$ cat src/rtl/tmr_pkg.sv
package tmr_pkg;
  localparam int unsigned REG_CTRL  = 8;
  localparam int unsigned REG_STAT  = 9;
  localparam int unsigned REG_PRESC = 10;
  localparam int unsigned REG_VALUE = 11;

  localparam int unsigned CTRL_START_BIT = 0;
  localparam int unsigned CTRL_STOP_BIT  = 1;

  typedef struct packed {
    logic start;
    logic stop;
    logic presc_we;
    logic value_we;
  } tmr_cmd_t;
endpackage

$ cat src/rtl/tmr_regif.sv
module tmr_regif
  import tmr_pkg::*;
#(
  parameter int unsigned ADDR_W  = 6,
  parameter int unsigned DATA_W  = 32,
  parameter int unsigned PRESC_W = 32,
  parameter int unsigned COUNT_W = 32
) (
  input  logic               clk,
  input  logic               rst_n,
  input  logic               cs,
  input  logic               we,
  input  logic [ADDR_W-1:0]  addr,
  input  logic [DATA_W-1:0]  wdata,
  input  logic               running,
  input  logic [COUNT_W-1:0] count,
  output tmr_cmd_t           cmd,
  output logic [PRESC_W-1:0] presc_cfg,
  output logic [DATA_W-1:0]  rdata
);
  localparam logic [ADDR_W-1:0] A_CTRL  = ADDR_W'(REG_CTRL);
  localparam logic [ADDR_W-1:0] A_STAT  = ADDR_W'(REG_STAT);
  localparam logic [ADDR_W-1:0] A_PRESC = ADDR_W'(REG_PRESC);
  localparam logic [ADDR_W-1:0] A_VALUE = ADDR_W'(REG_VALUE);

  logic               wr_acc;
  logic               rd_acc;
  logic [PRESC_W-1:0] presc_q;
  logic [PRESC_W-1:0] presc_d;
  logic               presc_en;

  // Command decode: each request is qualified by the current run state.
  always_comb begin
    wr_acc       = cs & we;
    rd_acc       = cs & ~we;
    cmd.start    = wr_acc & (addr == A_CTRL) & wdata[CTRL_START_BIT] & ~running;
    cmd.stop     = wr_acc & (addr == A_CTRL) & wdata[CTRL_STOP_BIT] & running;
    cmd.presc_we = wr_acc & (addr == A_PRESC) & ~running;
    cmd.value_we = wr_acc & (addr == A_VALUE) & ~running;
  end

  always_comb begin
    presc_en = cmd.presc_we;
    presc_d  = wdata[PRESC_W-1:0];
  end

  always_ff @(posedge clk or negedge rst_n) begin
    if (!rst_n) begin
      presc_q <= '0;
    end else if (presc_en) begin
      presc_q <= presc_d;
    end
  end

  assign presc_cfg = presc_q;

  // Same-cycle read path, zero-extended to the bus width.
  always_comb begin
    rdata = '0;
    if (rd_acc) begin
      unique case (addr)
        A_STAT:  rdata = DATA_W'(running);
        A_PRESC: rdata = DATA_W'(presc_q);
        A_VALUE: rdata = DATA_W'(count);
        default: rdata = '0;
      endcase
    end
  end
endmodule

$ cat src/rtl/tmr_prescaler.sv
module tmr_prescaler #(
  parameter int unsigned PRESC_W = 32
) (
  input  logic               clk,
  input  logic               rst_n,
  input  logic               start,
  input  logic               running,
  input  logic [PRESC_W-1:0] reload,
  output logic               tick
);
  logic [PRESC_W-1:0] cnt_q;
  logic [PRESC_W-1:0] cnt_d;
  logic               cnt_en;
  logic               expired;

  always_comb begin
    expired = (cnt_q == '0);
    tick    = running & expired;
    cnt_en  = start | running;
    if (start || expired) begin
      cnt_d = reload;
    end else begin
      cnt_d = cnt_q - 1'b1;
    end
  end

  always_ff @(posedge clk or negedge rst_n) begin
    if (!rst_n) begin
      cnt_q <= '0;
    end else if (cnt_en) begin
      cnt_q <= cnt_d;
    end
  end
endmodule

$ cat src/rtl/tmr_counter.sv
module tmr_counter #(
  parameter int unsigned COUNT_W = 32
) (
  input  logic               clk,
  input  logic               rst_n,
  input  logic               start,
  input  logic               stop,
  input  logic               tick,
  input  logic               load_en,
  input  logic [COUNT_W-1:0] load_val,
  output logic               running,
  output logic [COUNT_W-1:0] value
);
  localparam logic [COUNT_W-1:0] ONE = COUNT_W'(1);

  logic               run_q;
  logic               run_d;
  logic [COUNT_W-1:0] val_q;
  logic [COUNT_W-1:0] val_d;
  logic               val_en;
  logic               step;

  always_comb begin
    step   = tick & ~stop;
    val_en = load_en | step;
    val_d  = load_en ? load_val : (val_q - 1'b1);
    run_d  = run_q;
    if (stop) begin
      run_d = 1'b0;
    end else if (start) begin
      run_d = (val_q != '0);
    end else if (step && (val_q == ONE)) begin
      run_d = 1'b0;
    end
  end

  always_ff @(posedge clk or negedge rst_n) begin
    if (!rst_n) begin
      run_q <= 1'b0;
    end else begin
      run_q <= run_d;
    end
  end

  always_ff @(posedge clk or negedge rst_n) begin
    if (!rst_n) begin
      val_q <= '0;
    end else if (val_en) begin
      val_q <= val_d;
    end
  end

  assign running = run_q;
  assign value   = val_q;
endmodule

$ cat src/rtl/tmr_countdown.sv
module tmr_countdown
  import tmr_pkg::*;
#(
  parameter int unsigned ADDR_W  = 6,
  parameter int unsigned DATA_W  = 32,
  parameter int unsigned PRESC_W = 32,
  parameter int unsigned COUNT_W = 32
) (
  input  logic              clk,
  input  logic              rst_n,
  input  logic              cs,
  input  logic              we,
  input  logic [ADDR_W-1:0] addr,
  input  logic [DATA_W-1:0] wdata,
  output logic [DATA_W-1:0] rdata
);
  logic               rst_meta_q;
  logic               rst_q_n;
  tmr_cmd_t           cmd;
  logic [PRESC_W-1:0] presc_w;
  logic               run_w;
  logic [COUNT_W-1:0] value_w;
  logic               tick_w;

  // Reset asserts at once, releases two edges later.
  always_ff @(posedge clk or negedge rst_n) begin
    if (!rst_n) begin
      rst_meta_q <= 1'b0;
      rst_q_n    <= 1'b0;
    end else begin
      rst_meta_q <= 1'b1;
      rst_q_n    <= rst_meta_q;
    end
  end

  tmr_regif #(
    .ADDR_W (ADDR_W),
    .DATA_W (DATA_W),
    .PRESC_W(PRESC_W),
    .COUNT_W(COUNT_W)
  ) u_regif (
    .clk      (clk),
    .rst_n    (rst_q_n),
    .cs       (cs),
    .we       (we),
    .addr     (addr),
    .wdata    (wdata),
    .running  (run_w),
    .count    (value_w),
    .cmd      (cmd),
    .presc_cfg(presc_w),
    .rdata    (rdata)
  );

  tmr_prescaler #(
    .PRESC_W(PRESC_W)
  ) u_presc (
    .clk    (clk),
    .rst_n  (rst_q_n),
    .start  (cmd.start),
    .running(run_w),
    .reload (presc_w),
    .tick   (tick_w)
  );

  tmr_counter #(
    .COUNT_W(COUNT_W)
  ) u_count (
    .clk     (clk),
    .rst_n   (rst_q_n),
    .start   (cmd.start),
    .stop    (cmd.stop),
    .tick    (tick_w),
    .load_en (cmd.value_we),
    .load_val(wdata[COUNT_W-1:0]),
    .running (run_w),
    .value   (value_w)
  );
endmodule

$ cat config.mk
export PLATFORM = sky130hd
export DESIGN_NAME = tmr_countdown
export DESIGN_NICKNAME = d
export VERILOG_FILES = /design/src/rtl/tmr_pkg.sv /design/src/rtl/tmr_regif.sv /design/src/rtl/tmr_prescaler.sv /design/src/rtl/tmr_counter.sv /design/src/rtl/tmr_countdown.sv
export SDC_FILE = /design/constraint.sdc
export NUM_CORES = 1
export LEC_CHECK = 0
export ABC_AREA = 1
export BUFFER_PORTS_ARGS = -buffer_cell sky130_fd_sc_hd__buf_2
export CORE_MARGIN = 2
export CORE_UTILIZATION = 40
export CTS_BUF_LIST = sky130_fd_sc_hd__clkbuf_4 sky130_fd_sc_hd__clkbuf_8
export CTS_CLUSTER_DIAMETER = 40
export DETAILED_ROUTE_END_ITERATION = 6
export SETUP_SLACK_MARGIN = 0.3
export SKIP_CTS_REPAIR_TIMING = 1
export SLEW_MARGIN = 15
export SYNTH_ARGS = -nofsm -noshare
export SYNTH_HDL_FRONTEND = slang
export SYNTH_SLANG_ARGS = --single-unit
$ cat constraint.sdc
create_clock -name clk -period 4.2 [get_ports clk]
set_clock_uncertainty 0.1 [all_clocks]
set_input_delay 0.63 -clock clk [delete_from_list [all_inputs] [get_ports clk]]
set_output_delay 0.63 -clock clk [all_outputs]
set_load 0.01 [all_outputs]
==> results of run 1 <==
[flip-flops by register name, summed over array words and instances (netlist names)]
signal,count
u_presc.cnt_q,32
u_count.value,32
u_regif.presc_cfg,32
u_count.running,1
rst_meta_q,1
rst_q_n,1
[kinds of logic after synthesis]
logic type,after synthesis,synth area share
other,1,0.000553
DFF,99,0.366
AOI/OAI and AO/OA,121,0.0910
and+or+nand+nor,687,0.411
xor gates and xnor gates,30,0.0388
buffers and inverters,145,0.0857
adders and majority gates,4,0.00739
[cell usage after synthesis]
master and n:
a21oi_1 68, a32oi_1 1, and3_1 1, buf_2 11
buf_6 3, clkbuf_1 23, clkinv_1 2, conb_1 1
dfrtp_1 99, ha_1 4, inv_1 104, inv_2 2
nand2_1 416, nand2_2 2, nand2_4 1, nand3_1 80
nand3_2 1, nand3_4 1, nand3b_1 4, nand4_1 8
nor2_1 163, nor2_2 3, nor2_4 3, nor3_1 4
o21ai_0 39, o21ai_1 10, o21bai_1 3, xnor2_1 13
xor2_1 17
[where the power goes]
part | internal, µW | leakage (µW) | switching, µW
Sequential | 1140 | 0.00119 | 257
Combinational | 384 | 0.00264 | 683
Clock | 292 | 0.000102 | 371
Total | 1820 | 0.00393 | 1310
[worst reg2reg max path, stage by stage (launching register included)]
cell     delay [ps]
dfrtp_1         410
inv_1           110
ha_1            210
nand2_1          70
nor2_1          150
nand2_2         110
o21ai_2         690
buf_4           380
a21oi_1         120
nand2_1         100
nand2_1          50
[layout make-up]
| class | instances | share of cell area |
|---|---|---|
| Inverter | 108 | 0.0539 |
| Multi-Input combinational cell | 843 | 0.496 |
| Timing Repair Buffer | 80 | 0.0559 |
| Clock inverter | 6 | 0.00866 |
| Sequential cell | 99 | 0.330 |
| Tap cell | 220 | 0.0366 |
| Clock buffer | 10 | 0.0183 |
[path summary, 6_finish.rpt]
kind,start,endpoint,slack [ps]
max,addr[3],rdata[0],1070
min,rst_meta_q,rst_q_n,270
max reg2reg,u_presc.cnt_q[0],u_presc.cnt_q[3],1610
min reg2reg,rst_meta_q,rst_q_n,270
max in group asynchronous,rst_q_n,u_count.value[25],2630
min in group asynchronous,rst_q_n,u_presc.cnt_q[5],430
[layer usage]
| metal | up-vias | share of wire | GRT usage |
|---|---|---|---|
| met5 | - | 0 | 0 |
| met4 | 0 | 0.024 | 0.0678 |
| met1 | 3181 | 0.51 | 0.361 |
| met2 | 179 | 0.42 | 0.352 |
| li1 | 3484 | - | - |
| met3 | 24 | 0.048 | 0.0457 |
[through the flow]
| step | cell area [µm²] | std cells | hold WS [ps] | utilization | setup slack [ps] |
|---|---|---|---|---|---|
| 6_report | 7520 | 1366 | 271 | 0.453 | 1070 |
| 5_1_grt | 7520 | 1366 | 283 | 0.453 | 777 |
| 4_1_cts | 7500 | 1365 | -129 | 0.452 | 1010 |
| 3_5_place_dp | 7300 | 1349 | 236 | 0.440 | 611 |
| 3_3_place_gp | 7300 | 1349 | 241 | 0.440 | 705 |
| 2_1_floorplan | 6780 | 1087 | 231 | - | 1140 |
==> impl_metrics.tcl, run 1 <==
set metrics [dict create \
    final-seq-area_um2 2480 \
    setup_viol 0 \
    powerDensity_nw_per_um2 416 \
    crit_buf_inv 4 \
    path_cells "buf_2 -> inv_1 -> nor3_1 -> nand3_1 -> clkinv_1 -> a32oi_1 -> nor2_1 -> buf_2" \
    yosysTopAreaCell "dfrtp_1" \
    dp_hpwl_um 15200 \
    finalHoldViolCount 0 \
    layout-drive-gt1-share 0.0977 \
    grt_use_total 0.240 \
    synth_seq_cells 99 \
    first_pass_iters 6 \
    dieArea_um2 18000 \
    routed_wl_um 20600 \
    status "completed" \
    leakagePower_uw 0.00393 \
    drtIter0Drc 470 \
    wl_per_cell_um 15.1 \
    cp_num_cells 8 \
    cts.path.max_buffers 2 \
    die_y_um 134 \
    max_freq_mhz 319 \
    multi_input_area_um2 3730 \
    setup_tns_ps 0 \
    yosys.area.top_type_share 0.366 \
    fp-row-count 47 \
    synth_cell_types 29 \
    cp.arrival_ps 2400 \
    antenna_found_initial 0 \
    htree_num_levels 3 \
    fin_crit_ps 3130 \
    fillerInstances 1822 \
    fin_total_pwr_uw 3130 \
    synth_area_per_cell_um2 6.23 \
    antenna_left 0 \
    syn-num-nets 1133 \
    reg2reg_depth 10 \
    path_clk_slew_ps 110 \
    slew_viol_final 0 \
    layout_commonest_cell "nand2_1" \
    synth-seq-area-share 0.366 \
    hold_path.class "flop to flop" \
    vias 6868 \
    cp_slowest_stage_delay_ps 820 \
    critical_path_class "primary input to primary output" \
    io_buffers 73 \
    area_delta_synth_final_pct 10.9 \
    synth_cells 1087 \
    synth_area_leaders "dfrtp_1 37%, nand2_1 23%, nor2_1 9.0%" \
    irDropWorstVdd_v 0.000257 \
    yosys_warnings 0 \
    crit_family "buffers and inverters" \
    diodes 0 \
    min_path_cells 0 \
    overflow 0 \
    worst_pin_slew_ps 1070 \
    core-area_um2 16600 \
    syn-cell-area_um2 6780 \
    routed_via_density 5.03 \
    grt_pass1_wl_um 33700 \
    cts_tree "built" \
    cts_sinks 99 \
    cpMaxStageDelayCell "clkinv_1" \
    critPathMostFrequentCell "buf_2" \
    clk-insertion-delay-late_ps 390 \
    drc 0 \
    fp.dieW_um 134 \
    worstPathRequired_ps 3470 \
    root_buffer "clkbuf_8" \
    startpoint_type "primary input" \
    maxSlewHeadroom 0.280 \
    num-nets-final 1187 \
    grt_setup_unrepaired "no" \
    boundaryPins 74 \
    maxCapViolations 0 \
    grt_pass1_vias 6365 \
    grt_max_degree 75 \
    initial_core_util 0.409 \
    gp_congestion 0.930 \
    cp-end-kind "primary output" \
    cts_made_buffers 9 \
    layout_common_cells "414 x nand2_1, 163 x nor2_1, 104 x inv_1, 98 x dfrtp_1, 80 x nand3_1" \
    post-route-period-util 0.746 \
    critPathMaxFanout 33 \
]
Power figures use the tool's default switching activity.
==> run 2: changes to the inputs <==
--- a/config.mk
+++ b/config.mk
@@ -5,7 +5,7 @@
 export SDC_FILE = /design/constraint.sdc
 export NUM_CORES = 1
 export LEC_CHECK = 0
-export ABC_AREA = 1
+export ABC_AREA = 0
 export BUFFER_PORTS_ARGS = -buffer_cell sky130_fd_sc_hd__buf_2
 export CORE_MARGIN = 2
 export CORE_UTILIZATION = 40
==> constraint.sdc (replaced) <==
create_clock -name clk -period 2.8 [get_ports clk]
set_clock_uncertainty 0.1 [all_clocks]
set_input_delay 0.42 -clock clk [delete_from_list [all_inputs] [get_ports clk]]
set_output_delay 0.42 -clock clk [all_outputs]
set_load 0.01 [all_outputs]
==> run 2 against run 1 <==
Compared with the run above:
- register-to-register slack lost 1600 ps
- routed wire length shrank 10%
- sequential power grew 33%
- utilization grew 8.0 points
- non-clock buffer count grew 71
- final area shrank 0.85%
- first-iteration DRC count shrank 9.4%
- critical path type is now flop to flop
- critical endpoint is now u_count.value[11]
- highest routed layer unchanged
==> impl_metrics.tcl, run 2 <==
set metrics [dict create \
    drc 0 \
    synth_seq_cells 99 \
    maxSlewHeadroom 0.490 \
    grt_setup_unrepaired "yes" \
    synth_top_family_by_area "compound AO/OA/AOI/OAI gates" \
    htree_num_levels 3 \
    synthMuxAreaShare 0.0731 \
    grt_pass1_wl_um 28700 \
    max_freq_mhz 361 \
    core-area_um2 14000 \
    maxCapViolations 0 \
    layout_commonest_cell "dfrtp_1" \
    leakagePower_uw 0.00334 \
    routed_wl_um 18500 \
    post-route-period-util 0.988 \
    synth_commonest_cells "99 x dfrtp_1, 81 x nor2_1, 54 x a21oi_1, 47 x nand2_1, 39 x clkbuf_1" \
    cp.arrival_ps 2940 \
    fin_crit_ps 2770 \
    dp_hpwl_um 13100 \
    diodes 0 \
    synth-main-ff-cell "dfrtp_1" \
    critical_path_class "flop to flop" \
    syn-num-nets 694 \
    status "completed" \
    synthXorXnorAreaFrac 0.0288 \
    cts_sinks 99 \
    utilization 0.533 \
    syn-cell-area_um2 5770 \
    clk-insertion-delay-late_ps 380 \
    fillerInstances 1320 \
    num-nets-final 813 \
    gp_congestion 0.874 \
    dieArea_um2 15400 \
    cts.path.max_buffers 2 \
    synth_compound_area_frac 0.212 \
    irDropWorstVdd_v 0.000286 \
    path_clk_slew_ps 100 \
    synth_edf_count 0 \
    critPathMaxFanout 7 \
    min_path_cells 3 \
    synth_area_leaders "dfrtp_1 43%, mux2_2 6.4%, nor2_1 5.3%" \
    die_y_um 124 \
    fin_total_pwr_uw 4000 \
    yosys.area.top_type_share 0.429 \
    slew_viol_final 0 \
    layout_common_cells "98 x dfrtp_1, 78 x nor2_1, 73 x buf_2, 61 x buf_4, 44 x nand2_1" \
    reg2reg_depth 6 \
    antenna_found_initial 0 \
    drtIter0Drc 426 \
    cts_tree "built" \
    cp_slowest_stage_delay_ps 590 \
    grt_max_degree 56 \
    cp-end-kind "flop" \
    fp.dieW_um 124 \
    yosys_warnings 0 \
    first_pass_iters 5 \
    grt_pass1_vias 5326 \
    grt_use_total 0.242 \
    root_buffer "clkbuf_8" \
    synthArstFlopShare 1.00 \
    cpMaxStageDelayCell "or4_4" \
    area_delta_synth_final_pct 29.2 \
    startpoint_type "flop" \
    synth-seq-area-share 0.429 \
    overflow 0 \
    layout-drive-gt1-share 0.348 \
    hold_path.class "primary input to flop" \
    io_buffers 73 \
    synth_area_per_cell_um2 8.90 \
    boundaryPins 74 \
    path_cells "or4_4 -> or4_4 -> or4_4 -> nand2_4 -> nand2_2 -> a221o_1" \
    setup_viol 0 \
    initial_core_util 0.412 \
    routed_via_density 5.94 \
    worstPathRequired_ps 2980 \
    synth_cells 648 \
    synth-simple-area-share 0.210 \
    antenna_left 0 \
    cts_made_buffers 9 \
    finalHoldViolCount 0 \
    whs_ps 147 \
    powerDensity_nw_per_um2 537 \
    vias 5657 \
    critPathMostFrequentCell "or4_4" \
    synth_cell_types 59 \
    wl_per_cell_um 19.4 \
    synth_fa_ha_area_frac 0.00867 \
    worst_pin_slew_ps 765 \
    fp-row-count 43 \
    yosysMostFrequentCell "dfrtp_1" \
    yosysTopAreaCell "dfrtp_1" \
]
-- run 2: cell count changes after synthesis, sizes merged, moves of 10 or more --
cell,delta
nand3,-56
inv,-93
clkbuf,+16
nor2,-88
nor3,+22
mux2,+33
nor4,+18
a21oi,-14
nand2,-371
o21ai,-11
a22oi,+35
buf,-10
-- run 2: area by class of cell --
cell class,instances,area [µm²],share of cell area
tap,180,225,0.0302
clock buffer,13,166,0.0223
inverter,13,48.8,0.00655
timing repair buffer,151,1060,0.142
clock inverter,3,46.3,0.00621
sequential,99,2480,0.333
multi-input combinational,493,3430,0.460
-- run 2: stage by stage --
step	cell area, µm²	std cells	TNS [ps]	setup slack, ps
after CTS	6980	938	-1300	-76.4
final	7450	952	0	32.9
after floorplan	5860	648	-545	-74.3
after global placement	6760	922	-51.8	-22.2
after detailed placement	6760	922	-710	-62.9
after global routing	7450	952	-621	-60.2
-- run 2: worst paths after layout --
check,start,end,slack [ps]
setup reg to reg,u_presc.cnt_q[9],u_count.value[11],30
hold reg to reg,rst_meta_q,rst_q_n,270
setup / recovery,u_presc.cnt_q[9],u_count.value[11],30
min in group asynchronous,rst_n,rst_q_n,250
max in group asynchronous,rst_q_n,u_presc.cnt_q[27],1610
hold / removal,wdata[24],u_count.value[24],150
-- run 2: report_power, final --
group          leakage, µW  internal, µW  switching, µW
combinational      0.00193           516            617
sequential         0.00130          1630            228
clock             0.000107           485            527
-- run 2: per-layer routing --
layer / GRT usage / wire, µm / share of wire
met1: 0.352 / 8570 / 0.46
met3: 0.0481 / 934 / 0.051
met2: 0.364 / 8600 / 0.47
met5: 0 / 0 / 0
met4: 0.0723 / 351 / 0.019
-- run 2: logic make-up after synthesis --
logic type,count (synthesis)
other,1
multiplexers,38
AO/OA/AOI/OAI,189
AND/OR/NAND/NOR,242
buffers and inverters,56
XOR/XNOR,19
flip-flops,99
adder cells (fa/ha/maj),4
-- run 2: worst max-delay path, delay by kind of cell, from the launching register on --
family / cells / cell delay, ps
AND/OR/NAND/NOR: 5 / 1900
flip-flops: 1 / 390
AO/OA/AOI/OAI: 1 / 290
==> run 3: changes to the inputs <==
--- a/config.mk
+++ b/config.mk
@@ -6,12 +6,12 @@
 export NUM_CORES = 1
 export LEC_CHECK = 0
 export ABC_AREA = 0
-export BUFFER_PORTS_ARGS = -buffer_cell sky130_fd_sc_hd__buf_2
 export CORE_MARGIN = 2
 export CORE_UTILIZATION = 40
 export CTS_BUF_LIST = sky130_fd_sc_hd__clkbuf_4 sky130_fd_sc_hd__clkbuf_8
 export CTS_CLUSTER_DIAMETER = 40
 export DETAILED_ROUTE_END_ITERATION = 6
+export DONT_BUFFER_PORTS = 1
 export SETUP_SLACK_MARGIN = 0.3
 export SKIP_CTS_REPAIR_TIMING = 1
 export SLEW_MARGIN = 15
==> run 3 against run 2 <==
Compared with the run above:
- critical path depth rose by 1
- first-iteration DRC count rose by 10%
- hold slack worse by 95 ps
- global-route usage down 0.34 points
- via count down 0.67%
- non-clock buffer count decreased by 35
- fmax fell by 0.74%
- sequential share of layout area increased by 0.68 points
- final cell count decreased by 3.7%
- die area is the same
- highest routed layer unchanged
==> impl_metrics.tcl, run 3 (synthesized netlist as in run 2, its figures left out) <==
set metrics [dict create \
    fp-row-count 43 \
    area_delta_synth_final_pct 26.6 \
    die_y_um 124 \
    grt_use_total 0.239 \
    fp.dieW_um 124 \
    diodes 0 \
    leakagePower_uw 0.00318 \
    clk-insertion-delay-late_ps 380 \
    cpMaxStageDelayCell "or4_4" \
    status "completed" \
    powerDensity_nw_per_um2 537 \
    routed_via_density 6.13 \
    maxSlewHeadroom 0.497 \
    slew_viol_final 0 \
    path_clk_slew_ps 90 \
    root_buffer "clkbuf_8" \
    fillerInstances 1296 \
    wl_per_cell_um 19.6 \
    antenna_left 0 \
    htree_num_levels 3 \
    cp-startpoint "u_presc.cnt_q[9]" \
    dp_hpwl_um 12800 \
    maxCapViolations 0 \
    vias 5619 \
    routed_wl_um 18000 \
    layout_commonest_cell "buf_4" \
    antenna_found_initial 0 \
    grt_pass1_wl_um 28200 \
    layout_common_cells "104 x buf_4, 98 x dfrtp_1, 78 x nor2_1, 46 x nand2_1, 38 x a21oi_1" \
    num-nets-final 778 \
    cts_made_buffers 9 \
    grt_pass1_vias 5311 \
    fin_crit_ps 2790 \
    boundaryPins 74 \
    finalHoldViolCount 0 \
    dp_slack_ps -97.3 \
    overflow 0 \
    grt_max_degree 55 \
    r2r-start "u_presc.cnt_q[9]" \
    layout-drive-gt1-share 0.311 \
    dieArea_um2 15400 \
    post-route-period-util 0.996 \
    cts_sinks 99 \
    worstPathRequired_ps 2970 \
    cts.path.max_buffers 2 \
    hp-start "wdata[10]" \
    drc 0 \
    crit_buf_inv 1 \
    setup_viol 0 \
    max_freq_mhz 359 \
    critical_path_class "flop to flop" \
    cts_tree "built" \
    core-area_um2 14000 \
    cp-end-kind "flop" \
    cp.arrival_ps 2960 \
    startpoint_type "flop" \
    initial_core_util 0.412 \
    hold_path.class "primary input to flop" \
    critPathMostFrequentCell "or4_4" \
    gp_congestion 0.886 \
    critPathMaxFanout 6 \
    cp_slowest_stage_delay_ps 610 \
    drtIter0Drc 469 \
    first_pass_iters 5 \
    io_buffers 0 \
    path_cells "or4_4 -> or4_4 -> or3_4 -> buf_8 -> a21oi_1 -> a31oi_1 -> a2bb2oi_1" \
    worst_pin_slew_ps 754 \
    irDropWorstVdd_v 0.000334 \
    whs_ps 51.9 \
    crit_family "simple AND/OR/NAND/NOR gates" \
    worst_slack_ps 12.3 \
    grt_setup_unrepaired "yes" \
]
run 3: per-layer routing:
metal,vias up,track usage,wire (µm)
met2,225,0.369,8490
met3,38,0.0481,1190
li1,2583,-,-
met1,2773,0.332,7870
met5,-,0,0
met4,0,0.0871,433
run 3: final cells by class:
class                   instances  area (µm²)  area share
clock inverters                 4        50.0     0.00685
repair buffers                116         948       0.130
clock buffers                  12         159      0.0218
well taps                     180         225      0.0308
multi-input cells             493        3390       0.464
inverters                      13        48.8     0.00668
flip-flops and latches         99        2480       0.340
run 3: worst paths after layout:
path                       cells past startpoint                end  slack, ps
setup / recovery                               7  u_presc.cnt_q[30]         10
hold / removal                                 1  u_count.value[10]         50
setup reg to reg                               7  u_presc.cnt_q[30]         10
hold reg to reg                                0            rst_q_n        260
max in group asynchronous                      1  u_count.value[12]       1520
min in group asynchronous                      1            rst_q_n        160
run 3: metrics by stage:
stage	instance area (µm²)	utilization	std cells	TNS (ps)	power [µW]
final	7300	0.522	917	0	3920
after global routing	7300	0.522	917	-870	4140
after CTS	6850	0.490	899	-1540	3810
after detailed placement	6640	0.475	883	-987	2830
after global placement	6640	0.475	883	-132	2800
after floorplan	5860	-	648	-545	2480
run 3: report_power, final:
| group | total, µW | switching, µW | internal (µW) |
|---|---|---|---|
| sequential | 1850 | 227 | 1630 |
| clock | 994 | 523 | 471 |
| combinational | 1070 | 573 | 501 |
| total | 3920 | 1320 | 2600 |
run 3: worst reg2reg max path, stage by stage (launching register included):
cell	delay (ps)
dfrtp_1	390
or4_4	540
or4_4	610
or3_4	480
buf_8	180
a21oi_1	180
a31oi_1	70
a2bb2oi_1	140
